$ cat src/rtl/irq_pkg.sv
package irq_pkg;
  typedef enum logic [2:0] {
    SEL_PENDING = 3'd0,
    SEL_MASK    = 3'd1,
    SEL_CLEAR   = 3'd2,
    SEL_MASTER  = 3'd3,
    SEL_VECTOR  = 3'd4
  } reg_sel_e;
endpackage

$ cat src/rtl/irq_sync.sv
module irq_sync #(
  parameter int N      = 8,
  parameter int STAGES = 2,
  parameter logic [N-1:0] RST_VAL = '0
) (
  input  logic         clk,
  input  logic         rst,
  input  logic [N-1:0] d,
  output logic [N-1:0] q
);
  logic [N-1:0] stg [STAGES];

  always_ff @(posedge clk) begin
    if (rst) begin
      for (int i = 0; i < STAGES; i++) stg[i] <= RST_VAL;
    end else begin
      stg[0] <= d;
      for (int i = 1; i < STAGES; i++) stg[i] <= stg[i-1];
    end
  end

  assign q = stg[STAGES-1];
endmodule

$ cat src/rtl/irq_capture.sv
module irq_capture #(
  parameter int N = 8,
  parameter logic [N-1:0] EDGE_MASK = '0,
  parameter logic [N-1:0] POL_MASK  = '1
) (
  input  logic         clk,
  input  logic         rst,
  input  logic [N-1:0] samp,
  input  logic [N-1:0] ack_mask,
  output logic [N-1:0] status
);
  localparam logic [N-1:0] IDLE_LVL = ~POL_MASK;

  logic [N-1:0] prev_q;
  logic [N-1:0] event_w;

  for (genvar i = 0; i < N; i++) begin : g_line
    logic act_now, act_prev;
    assign act_now  = POL_MASK[i] ? samp[i]   : ~samp[i];
    assign act_prev = POL_MASK[i] ? prev_q[i] : ~prev_q[i];
    if (EDGE_MASK[i]) begin : g_edge
      assign event_w[i] = act_now & ~act_prev;
    end else begin : g_level
      assign event_w[i] = act_now;
    end
  end

  always_ff @(posedge clk) begin
    if (rst) begin
      prev_q <= IDLE_LVL;
      status <= '0;
    end else begin
      prev_q <= samp;
      status <= (status | event_w) & ~ack_mask;
    end
  end


  sticky_hold_chk: assert property (@(posedge clk) disable iff (rst)
    1'b1 |=> ((($past(status) & ~$past(ack_mask)) & ~status) == '0));


  ack_wins_chk: assert property (@(posedge clk) disable iff (rst)
    1'b1 |=> ((status & $past(ack_mask)) == '0));
endmodule

$ cat src/rtl/irq_prio_enc.sv
module irq_prio_enc #(
  parameter int N  = 8,
  parameter int VW = $clog2(N) + 1
) (
  input  logic [N-1:0]  pend,
  output logic [VW-1:0] vec
);
  always_comb begin
    vec = '1;
    for (int i = N - 1; i >= 0; i--) begin
      if (pend[i]) vec = VW'(i);
    end
  end
endmodule

$ cat src/rtl/irq_capture_ctrl.sv
module irq_capture_ctrl
  import irq_pkg::*;
#(
  parameter int N_LINES     = 8,
  parameter int SYNC_STAGES = 2,
  parameter logic [N_LINES-1:0] EDGE_MASK = 8'h0F,
  parameter logic [N_LINES-1:0] POL_MASK  = 8'h55
) (
  input  logic               clk,
  input  logic               rst,
  input  logic [N_LINES-1:0] irq_in,
  input  logic [2:0]         reg_addr,
  input  logic               reg_wr,
  input  logic [N_LINES-1:0] reg_wdata,
  output logic [N_LINES-1:0] reg_rdata,
  output logic               irq_out
);
  localparam int VW = $clog2(N_LINES) + 1;
  localparam logic [N_LINES-1:0] IDLE_LVL = ~POL_MASK;

  reg_sel_e sel;
  logic [N_LINES-1:0] samp, status, mask_q, ack_mask, pend_w;
  logic               master_q;
  logic [VW-1:0]      vec_w, vec_q;

  assign sel      = reg_sel_e'(reg_addr);
  assign ack_mask = (reg_wr && sel == SEL_CLEAR) ? reg_wdata : '0;
  assign pend_w   = status & mask_q;

  irq_sync #(.N(N_LINES), .STAGES(SYNC_STAGES), .RST_VAL(IDLE_LVL)) u_sync (
    .clk(clk), .rst(rst), .d(irq_in), .q(samp)
  );

  irq_capture #(.N(N_LINES), .EDGE_MASK(EDGE_MASK), .POL_MASK(POL_MASK)) u_cap (
    .clk(clk), .rst(rst), .samp(samp), .ack_mask(ack_mask), .status(status)
  );

  irq_prio_enc #(.N(N_LINES), .VW(VW)) u_enc (
    .pend(pend_w), .vec(vec_w)
  );

  always_ff @(posedge clk) begin
    if (rst) begin
      mask_q    <= '0;
      master_q  <= 1'b0;
      vec_q     <= '1;
      irq_out   <= 1'b0;
      reg_rdata <= '0;
    end else begin
      if (reg_wr && sel == SEL_MASK)   mask_q   <= reg_wdata;
      if (reg_wr && sel == SEL_MASTER) master_q <= reg_wdata[0];
      vec_q   <= vec_w;
      irq_out <= master_q & (|pend_w);
      case (sel)
        SEL_PENDING: reg_rdata <= status;
        SEL_MASK:    reg_rdata <= mask_q;
        SEL_MASTER:  reg_rdata <= N_LINES'(master_q);
        SEL_VECTOR:  reg_rdata <= N_LINES'(vec_q);
        default:     reg_rdata <= '0;
      endcase
    end
  end


  irq_gate_chk: assert property (@(posedge clk) disable iff (rst)
    1'b1 |=> (irq_out == ($past(master_q) && ($past(status & mask_q) != '0))));


  vec_idle_chk: assert property (@(posedge clk) disable iff (rst)
    (pend_w == '0) |=> (vec_q == '1));


  reset_state_chk: assert property (@(posedge clk)
    rst |=> (!irq_out && status == '0 && mask_q == '0 && !master_q));
endmodule

$ cat config.mk
export PLATFORM = sky130hd
export DESIGN_NAME = irq_capture_ctrl
export DESIGN_NICKNAME = d
export VERILOG_FILES = /design/src/rtl/irq_pkg.sv /design/src/rtl/irq_sync.sv /design/src/rtl/irq_capture.sv /design/src/rtl/irq_prio_enc.sv /design/src/rtl/irq_capture_ctrl.sv
export SDC_FILE = /design/constraint.sdc
export NUM_CORES = 1
export LEC_CHECK = 0
export BUFFER_PORTS_ARGS = -buffer_cell sky130_fd_sc_hd__buf_2
export CORE_ASPECT_RATIO = 1.2
export CORE_MARGIN = 2
export CORE_UTILIZATION = 45
export DETAILED_ROUTE_END_ITERATION = 10
export GPL_ROUTABILITY_DRIVEN = 0
export GPL_TIMING_DRIVEN = 0
export MAX_ROUTING_LAYER = met4
export PLACE_DENSITY = 0.69
export SLEW_MARGIN = 20
export SYNTH_ARGS = -nofsm -noshare
export SYNTH_HDL_FRONTEND = slang
export SYNTH_SLANG_ARGS = --single-unit
$ cat constraint.sdc
create_clock -name clk -period 1.3 [get_ports clk]
set_input_delay 0.325 -clock clk [delete_from_list [all_inputs] [get_ports clk]]
set_output_delay 0.325 -clock clk [all_outputs]
set_load 0.02 [all_outputs]
==> results.md <==
- Synth Area in XOR/XNOR: 0
- Worst-case clock buffer depth: 2
- Seq/Total Area, Yosys: 0.5739
- Hold Path Depth: 2
- Pin count of the biggest net entering global routing: 16
- Clock Tree Root: clkbuf_8
- Hold_buf cts: 0
- Vias per cell: 5.020
- Worst Path Arrival: approximately 1400 ps
- CP peak stage delay: roughly 360 ps
- Critical R2R Capture: irq_out
- Power Density: roughly 1300 mW/mm²
- Final Skew: between 10 and 15 ps
- Clk sinks: 50
- Final cell utilization of the core: 0.5581
- CP Buf/Inv Count: 0
- Crit-path leading delay family: simple AND/OR/NAND/NOR gates
- Final setup fails: 0
- Total congestion overflow: 0
- Peak supply drop: about 0.76 mV
- Unrepaired setup endpoints after global routing: no
- Final Hold Viols: 0
- CP Max Fanout: 4
- Share of cells above drive strength 1: 0.2755
- Worst hold margin: around 200 ps
- Required time of the critical path: between 1500 and 2000 ps
- Initial antenna violation count: 0
- Post-CTS sizing: 0
- IO Count: 31
- Total number of vias: 1,245
- First-pass GRT wire length: 5720 µm
- GRT Util Overall: 0.1844
- Core area: between 0.003 and 0.004 mm²
- Synth cell types: 31
- Critical path depth: 3
- Post-synthesis register bit count: 50
- Max-cap viol count: 0
- Syn Nets: 182
- Clk pin slew, worst setup/hold paths: roughly 80 ps
- Leakage Power: 0.8391 nW
- Die area: 0.004392 mm²
- CP startpoint: u_cap.status[3]
- ANT cells: 0
- DRC viols: 0
- Drt initial violations: 45
- Site row count: 24
- Setup TNS: 0 ps
- Critical path type: register to register
- # fillers: 368
- Worst-path cell chain: a22oi_1 > nand4_1 > and3b_1
- Fin nets: 217
- Number of routed nets with antenna violations: 0
- Vias in the first global route: 1,291
- Synth Area in Adders: 0
- Maximum clock rate: between 800 and 900 MHz
- Worst hold path type: input pin to register
- Compound-Gate Fraction of Synth Area: 0.1141
- Largest family of logic cells by synthesized area: simple AND/OR/NAND/NOR gates
- CTS tree: built
- Post-CTS Setup Bufs: 0
- YS warnings: 0
- Clock Latency Late Sink: roughly 310 ps
- End of the critical path: irq_out
- Startpoint Class: register
- Mux share of post-synthesis cell area: 0.1040
- Slew headroom: 0.5812
- Endpoint class of the critical path: register
- Reg2Reg Launch Point: u_cap.status[3]
- CP max stage cell: dfxtp_1
- Number of port buffers: 28
- Dpl hpwl: 2448 µm
- Drt total wl: ~3400 µm
- CTS H-tree lvls: 2
- 1st-pass router iterations: 4
- Final Cycle Share: 0.8803
- Die Ht: between 70 and 80 µm
- Status: finished, final reports clean
- Pwr Total: 2.739 mW
- Synthesized area per cell: around 11 µm²
- Initial Util: 0.4761
- Area delta synth->final: 17.22%
- Mapped cell area: about 0.0017 mm²
- Fin. max-slew vios: 0
- Worst slew pin tran: 624.8 ps
- Die W: about 60 µm
- Post-Synth Simple-Gate Area: 0.1650
- Synth Instances: 160
- Worst Reg-to-Reg Cells: 3
- Num CTS Buffers: 5
- Fin crit period: roughly 1100 ps
- WL/cell: 13.89 µm
- R2R Setup Slk: 160 ps
## cells in the final DEF (no fill, tap or decap)
master and count:
nor2b_1 10, dfxtp_1 50, or3_1 1, a221oi_1 3, nand4_1 1, buf_2 31, clkbuf_8 6, a32oi_1 1
nand2_1 3, buf_1 2, buf_6 2, mux2i_1 17, mux2_2 1, and2b_1 1, clkinvlp_4 1, nand3b_1 1
a2bb2oi_1 4, a32o_1 1, nand4b_1 1, nor3_1 3, a211oi_1 6, o41ai_1 1, nand2b_1 2, nor2_1 15
clkbuf_1 2, clkinv_2 1, a22oi_1 4, a21o_1 2, and3b_1 1, a21oi_1 4, or2_2 10, and4bb_2 1
nor3_2 1, inv_1 6
## stage by stage
| step | area (µm²) | std cells | setup slack [ps] |
|---|---|---|---|
| finish | 2044 | 248 | 155.6 |
| global route | 2044 | 248 | 56.31 |
| CTS | 2044 | 248 | 141.9 |
| detailed placement | 1949 | 240 | -136.2 |
| global placement | 1949 | 240 | -103.6 |
| floorplan | 1744 | 160 | 64.36 |
## worst register-to-register path, stage by stage, from the launching register on
cell and delay (ps):
dfxtp_1 360, a22oi_1 320, nand4_1 180, and3b_1 200
## flip-flops by register name, summed over array words and instances (netlist names)
register	flops
irq_out	1
u_cap.prev_q	4
vec_q	4
reg_rdata	8
master_q	1
u_sync.stg	16
u_cap.status	8
mask_q	8
## cells by family (layout without fill, tap and decap cells)
kind of cell | count (synthesis) | after routing
compound gates | 26 | 26
simple gates | 51 | 51
buf+inv | 15 | 51
mux | 18 | 18
flops | 50 | 50
## where the power goes
group / total [mW] / switching, mW / internal (mW)
clock network: 0.933 / 0.505 / 0.428
logic: 0.193 / 0.0986 / 0.0948
registers: 1.61 / 0.0302 / 1.58
## Yosys cell counts, drive strengths merged
cell type	n	area (µm²)
or3	1	6.260
a32o	1	10.01
o41ai	1	8.760
a21oi	4	20.02
mux2i	17	170.2
buf	7	45.04
a22oi	4	30.03
inv	6	22.52
a21o	2	15.01
a211oi	6	45.04
or2	10	62.56
nand2	3	11.26
and3b	1	8.760
a221oi	3	26.28
nor2	15	56.30
a32oi	1	8.760
nor2b	10	62.56
and2b	1	7.510
mux2	1	11.26
nand2b	2	12.51
nand4b	1	8.760
clkbuf	2	7.510
nor3	4	25.02
a2bb2oi	4	35.03
dfxtp	50	1001
nand4	1	6.260
and4bb	1	12.51
nand3b	1	7.510
## layout make-up
class                           count  area, µm²  area share
Inverter                            6      22.52     0.01102
Multi-Input combinational cell     95      668.1      0.3268
Clock inverter                      2      12.51    0.006120
Tap cell                           52      65.06     0.03182
Sequential cell                    50       1001      0.4896
Buffer                              9      52.55     0.02570
Clock buffer                        6      82.58     0.04039
Timing Repair Buffer               28      140.1     0.06854
## metal layers
layer  track usage  wire length, µm  up-vias
met2        0.2796             1701       31
met4        0.1280               94        0
met3       0.04456              129       16
met1        0.2099             1518      577
met5             -                0        -
li1              -                -      621
## worst min-delay path by stage
stage,end,from,slack (ps)
finish,u_sync.stg[0][1],irq_in[1],200
global route,u_sync.stg[0][3],irq_in[3],180
CTS,u_sync.stg[0][1],irq_in[1],190
detailed placement,u_sync.stg[0][15],u_sync.stg[0][7],400
global placement,u_sync.stg[0][9],u_sync.stg[0][1],390
floorplan,u_sync.stg[0][11],u_sync.stg[0][3],390
Note: power is estimated with default switching activity, not from simulation.
